### src/rtl/elev_pkg.sv
package elev_pkg;
  // Bit 2: door shut, bit 1: moving, bit 0: downward
  localparam int STATE_W = 3;
  localparam int DOOR_BIT = 2;
  localparam int MOVE_BIT = 1;
  localparam int DIR_BIT  = 0;
  localparam int N_FLOORS = 2;

  typedef enum logic [STATE_W-1:0] {
    ST_REST1  = 3'b000,
    ST_CLOSE1 = 3'b100,
    ST_GOUP   = 3'b110,
    ST_REST2  = 3'b001,
    ST_CLOSE2 = 3'b101,
    ST_GODN   = 3'b111
  } elev_state_e;
endpackage

### src/rtl/elev_call_latch.sv
module elev_call_latch #(
  parameter logic RESET_VAL = 1'b0
) (
  input  logic clk,
  input  logic rst,
  input  logic set_i,
  input  logic clr_i,
  output logic q_o
);
  always_ff @(posedge clk) begin
    if (rst)        q_o <= RESET_VAL;
    else if (clr_i) q_o <= 1'b0;
    else if (set_i) q_o <= 1'b1;
  end

  p_clear_wins_r9: assert property (@(posedge clk) disable iff (rst)
    clr_i |=> !q_o);
  p_set_holds_r7: assert property (@(posedge clk) disable iff (rst)
    (set_i && !clr_i) |=> q_o);
endmodule

### src/rtl/elev_fsm.sv
module elev_fsm
  import elev_pkg::*;
(
  input  logic        clk,
  input  logic        rst,
  input  logic        flag1_i,
  input  logic        flag2_i,
  input  logic        arrive_i,
  output elev_state_e state_q
);
  elev_state_e state_d;

  always_comb begin
    state_d = state_q;
    unique case (state_q)
      ST_REST1:  state_d = flag2_i ? ST_GOUP : ST_CLOSE1;
      ST_REST2:  state_d = flag1_i ? ST_GODN : ST_CLOSE2;
      ST_GOUP:   if (arrive_i) state_d = ST_REST2;
      ST_GODN:   if (arrive_i) state_d = ST_REST1;
      ST_CLOSE1: begin
        if (flag2_i)      state_d = ST_GOUP;
        else if (flag1_i) state_d = ST_REST1;
      end
      ST_CLOSE2: begin
        if (flag1_i)      state_d = ST_GODN;
        else if (flag2_i) state_d = ST_REST2;
      end
      default:   state_d = ST_REST1;
    endcase
  end

  always_ff @(posedge clk) begin
    if (rst) state_q <= ST_REST1;
    else     state_q <= state_d;
  end

  p_reset_r1: assert property (@(posedge clk) rst |=> state_q == ST_REST1);
  p_up_hold_r4: assert property (@(posedge clk) disable iff (rst)
    (state_q == ST_GOUP && !arrive_i) |=> state_q == ST_GOUP);
  p_up_arrive_r4: assert property (@(posedge clk) disable iff (rst)
    (state_q == ST_GOUP && arrive_i) |=> state_q == ST_REST2);
  p_rest1_exit_r3: assert property (@(posedge clk) disable iff (rst)
    (state_q == ST_REST1) |=> (state_q == ST_GOUP || state_q == ST_CLOSE1));
  p_close1_idle_r5: assert property (@(posedge clk) disable iff (rst)
    (state_q == ST_CLOSE1 && !flag1_i && !flag2_i) |=> state_q == ST_CLOSE1);
  p_close2_call1_r6: assert property (@(posedge clk) disable iff (rst)
    (state_q == ST_CLOSE2 && flag1_i) |=> state_q == ST_GODN);
  p_legal_r11: assert property (@(posedge clk) disable iff (rst)
    state_q[DOOR_BIT] || !state_q[MOVE_BIT]);
endmodule

### src/rtl/elev_ctrl.sv
module elev_ctrl
  import elev_pkg::*;
(
  input  logic clk,
  input  logic rst,
  input  logic hall_req1,
  input  logic hall_req2,
  input  logic car_go1,
  input  logic car_go2,
  input  logic car_open,
  input  logic arrive_i,
  output logic door_closed,
  output logic moving,
  output logic dir_down,
  output logic call1,
  output logic call1_n,
  output logic call2,
  output logic call2_n
);
  elev_state_e        state;
  logic [N_FLOORS-1:0] set_v, clr_v, flag_v;
  logic               dn;

  assign dn = state[DIR_BIT];

  // Index 0 serves floor 1, index 1 serves floor 2
  assign set_v[0] = hall_req1 | (car_open & ~dn) | (car_go1 &  dn);
  assign set_v[1] = hall_req2 | (car_open &  dn) | (car_go2 & ~dn);
  assign clr_v[0] = (state == ST_REST1);
  assign clr_v[1] = (state == ST_REST2);

  for (genvar g = 0; g < N_FLOORS; g++) begin : g_call
    elev_call_latch #(.RESET_VAL(1'b0)) u_latch (
      .clk  (clk),
      .rst  (rst),
      .set_i(set_v[g]),
      .clr_i(clr_v[g]),
      .q_o  (flag_v[g])
    );
  end

  elev_fsm u_fsm (
    .clk     (clk),
    .rst     (rst),
    .flag1_i (flag_v[0]),
    .flag2_i (flag_v[1]),
    .arrive_i(arrive_i),
    .state_q (state)
  );

  assign door_closed = state[DOOR_BIT];
  assign moving      = state[MOVE_BIT];
  assign dir_down    = state[DIR_BIT];
  assign call1       = flag_v[0];
  assign call2       = flag_v[1];
  assign call1_n     = ~flag_v[0];
  assign call2_n     = ~flag_v[1];

  p_comp_r10: assert property (@(posedge clk) disable iff (rst)
    (call1 != call1_n) && (call2 != call2_n));
  p_rest_clears_r9: assert property (@(posedge clk) disable iff (rst)
    (door_closed == 1'b0 && dir_down == 1'b0) |=> !call1);
  p_hall2_r8: assert property (@(posedge clk) disable iff (rst)
    (hall_req2 && !(door_closed == 1'b0 && dir_down == 1'b1)) |=> call2);
endmodule

### config.mk
export PLATFORM = sky130hd
export DESIGN_NAME = elev_ctrl
export DESIGN_NICKNAME = d
export VERILOG_FILES = /design/src/rtl/elev_pkg.sv /design/src/rtl/elev_call_latch.sv /design/src/rtl/elev_fsm.sv /design/src/rtl/elev_ctrl.sv
export SDC_FILE = /design/constraint.sdc
export NUM_CORES = 1
export LEC_CHECK = 0
export ABC_AREA = 1
export CAP_MARGIN = 20
export CELL_PAD_IN_SITES_DETAIL_PLACEMENT = 1
export CELL_PAD_IN_SITES_GLOBAL_PLACEMENT = 1
export CORE_AREA = 2 2 39 41
export DETAILED_ROUTE_END_ITERATION = 16
export DIE_AREA = 0 0 41 43
export GPL_TIMING_DRIVEN = 0
export PLACE_DENSITY_LB_ADDON = 0.1
export REMOVE_ABC_BUFFERS = 1
export SYNTH_ARGS = -nofsm -noshare
export SYNTH_HDL_FRONTEND = slang
export SYNTH_SLANG_ARGS = --single-unit
### constraint.sdc
create_clock -name clk -period 1.38 [get_ports clk]
set_input_delay 0.345 -clock clk [delete_from_list [all_inputs] [get_ports clk]]
set_output_delay 0.345 -clock clk [all_outputs]
set_load 0.1 [all_outputs]
==> results.yml <==
outcome:
  status: "finished clean"
yosys:
  syn_avg_cell_area_sq_um: 6.66
  netlist_instances: 40
  synth.distinct_cells: 11
  synth_area_sq_um: 267
  yosys_warnings: 0
  ys_seq_area_share_pct: 37.6
  ys_seq_elements: 5
detailed_routing:
  firstDrtPassIters: 1
  wl_per_cell_microns: 11.2
  vias: 315
  drtIter0Drc: 0
  postRouteAntennaNets: 0
  drt-vias-per-instance: 4.26
  drc: 0
  finalWirelength_microns: 826
worst_setup_path:
  crit_slowest_cell: "dfxtp_1"
  cp.buffers_inverters: 1
  start_kind: "register"
  critical_path.cell_chain: "buf_4"
  crit_family: "flip-flops"
  arrival_ps: 990
  required_ps: 1030
  critical_path_class: "register to output port"
  rrSetupSlack_ps: 360
  r2r_start: "u_fsm.state_q[2]"
  cp-end-kind: "output port"
  max_stage_delay_ps: 410
  startpoint: "g_call[1].u_latch.q_o"
  critPathMaxFanout: 5
floorplanning:
  dieArea_sq_mm: 0.00176
  die_h_microns: 43
  num_io_pins: 15
  start_util_pct: 19.3
  rows: 14
  die_w_microns: 41
  core_sq_mm: 0.00138
clocking:
  cts_tree: "done"
  postCtsSetupBuffers: 0
  worstSkewPairLatency_ps: 250
  holdBufCountCts: 0
  clk_path_buf_depth: 2
  numCtsBuffers: 3
  clk_pin_slew_ps: 50
  cts_sinks: 5
  cts_htree_levels: 1
  cts_root_buf: "clkbuf_4"
pwr:
  ir_worst_vdd_mv: 0.493
  leakagePower_nw: 0.212
  p_per_area_mw_per_mm2: 1740
global_routing:
  gr-total-overflow: 0
  grt_pass1_vias: 300
  grt_util_all_layers_pct: 12.6
  grt_pass1_wl_microns: 1360
  grt_antenna_before_repair: 0
  grt_max_degree: 9
timing:
  rsz0062_at_grt: "false"
  tns_ps: 0
  slew_violations: 0
  setup_viol: 0
  tightest_slew_ps: 279
  finClkSkew_ps: 4.57
  fin_crit_sh_pct: 96.9
  fmax_ghz: 0.748
  hold_viol: 0
  hold_ws_ps: 556
  max_slew_margin_pct: 81.5
  final.min_clock_period_ps: 1340
hold_path:
  hold_path_class: "register to register"
  hold_start: "u_fsm.state_q[0]"
cells_and_area:
  drive_gt1_share_pct: 27.6
  n_antenna_cell: 0
  final_core_util_pct: 32.5
  final_common_cell: "nand2_1"
  finalInstanceArea_sq_um: 449
  areaGrowthSynthToFinish_pct: 68.5
  final_cell_mix: "nand2_1, inv_1, clkdlybuf4s50_1"
  finish.net_count: 67
placed_design:
  dpl.hpwl_microns: 640
  gpl.final_weighted_congestion: 0.706
  io_buffers: 14
  place_area_sq_um: 427
run:
  maxCapViolations: 0
==> worst paths after layout <==
kind	cells after the start	to
worst max-delay path	1	call2
worst min register to register	2	u_fsm.state_q[0]
worst max register to register	5	u_fsm.state_q[0]
worst min-delay path	2	u_fsm.state_q[0]
==> tightest hold or removal path: stages (launching register included) <==
cell and delay, ps:
dfxtp_2 360, nand3_1 110, a21oi_2 50
==> cell families (layout without fill, tap and decap cells) <==
group	Yosys count	in the layout	share of synthesized area, %
and+or+nand+nor	16	16	24.9
AOI/OAI and AO/OA	11	11	26.3
buffers and inverters	8	26	11.3
DFF	5	5	37.6
==> what timing repair did <==
item | in CTS | in global routing
resized for setup | 44 | 3
gates cloned | 0 | 0
endpoints found under the hold margin | 0 | 0
setup endpoints to repair | 7 | 3
==> cell type report <==
class                           instances  area (sq um)
Fill cell                             175           935
Timing Repair Buffer                   14           134
Multi-Input combinational cell         27           136
Inverter                                8          30.0
Clock buffer                            4          26.3
Sequential cell                         5           103
Tap cell                               16          20.0
==> synthesized netlist by cell type <==
library cell  n  area share, %
nand2_1       9             13
inv_1         8             11
dfxtp_1       5             38
a21oi_1       4            7.5
nand3_1       4            7.5
a21oi_2       3            9.9
nor2_1        2            2.8
o21ai_1       2            3.8
nor3_1        1            1.9
o21ai_0       1            1.9
o21ai_2       1            3.3
==> state kept, by name (all words and copies together) (netlist names) <==
name	flops
g_call.u_latch.q_o	2
u_fsm.state_q	3
==> power by group <==
group | switching, W | internal [W] | leakage [nW]
Sequential | 0.0000376 | 0.000169 | 0.0423
Combinational | 0.000294 | 0.0000993 | 0.155
Clock | 0.0000728 | 0.000110 | 0.0150
==> per-layer routing <==
layer,part of all wire (%),global-route usage (%),vias to the layer above
met1,44,14.8,138
met4,4.1,14.0,0
met3,6.2,4.71,4
met2,46,15.3,10
li1,-,-,163
met5,0,0,-
==> stage by stage <==
stage	cells	power [W]	worst slack [ps]
2_1_floorplan	40	0.000499	-667
5_1_grt	74	0.000822	1.99
4_1_cts	74	0.000787	7.54
3_5_place_dp	70	0.000603	-609
3_3_place_gp	70	0.000597	-596
6_report	74	0.000782	42.3
Note: power is estimated with default switching activity, not from simulation.
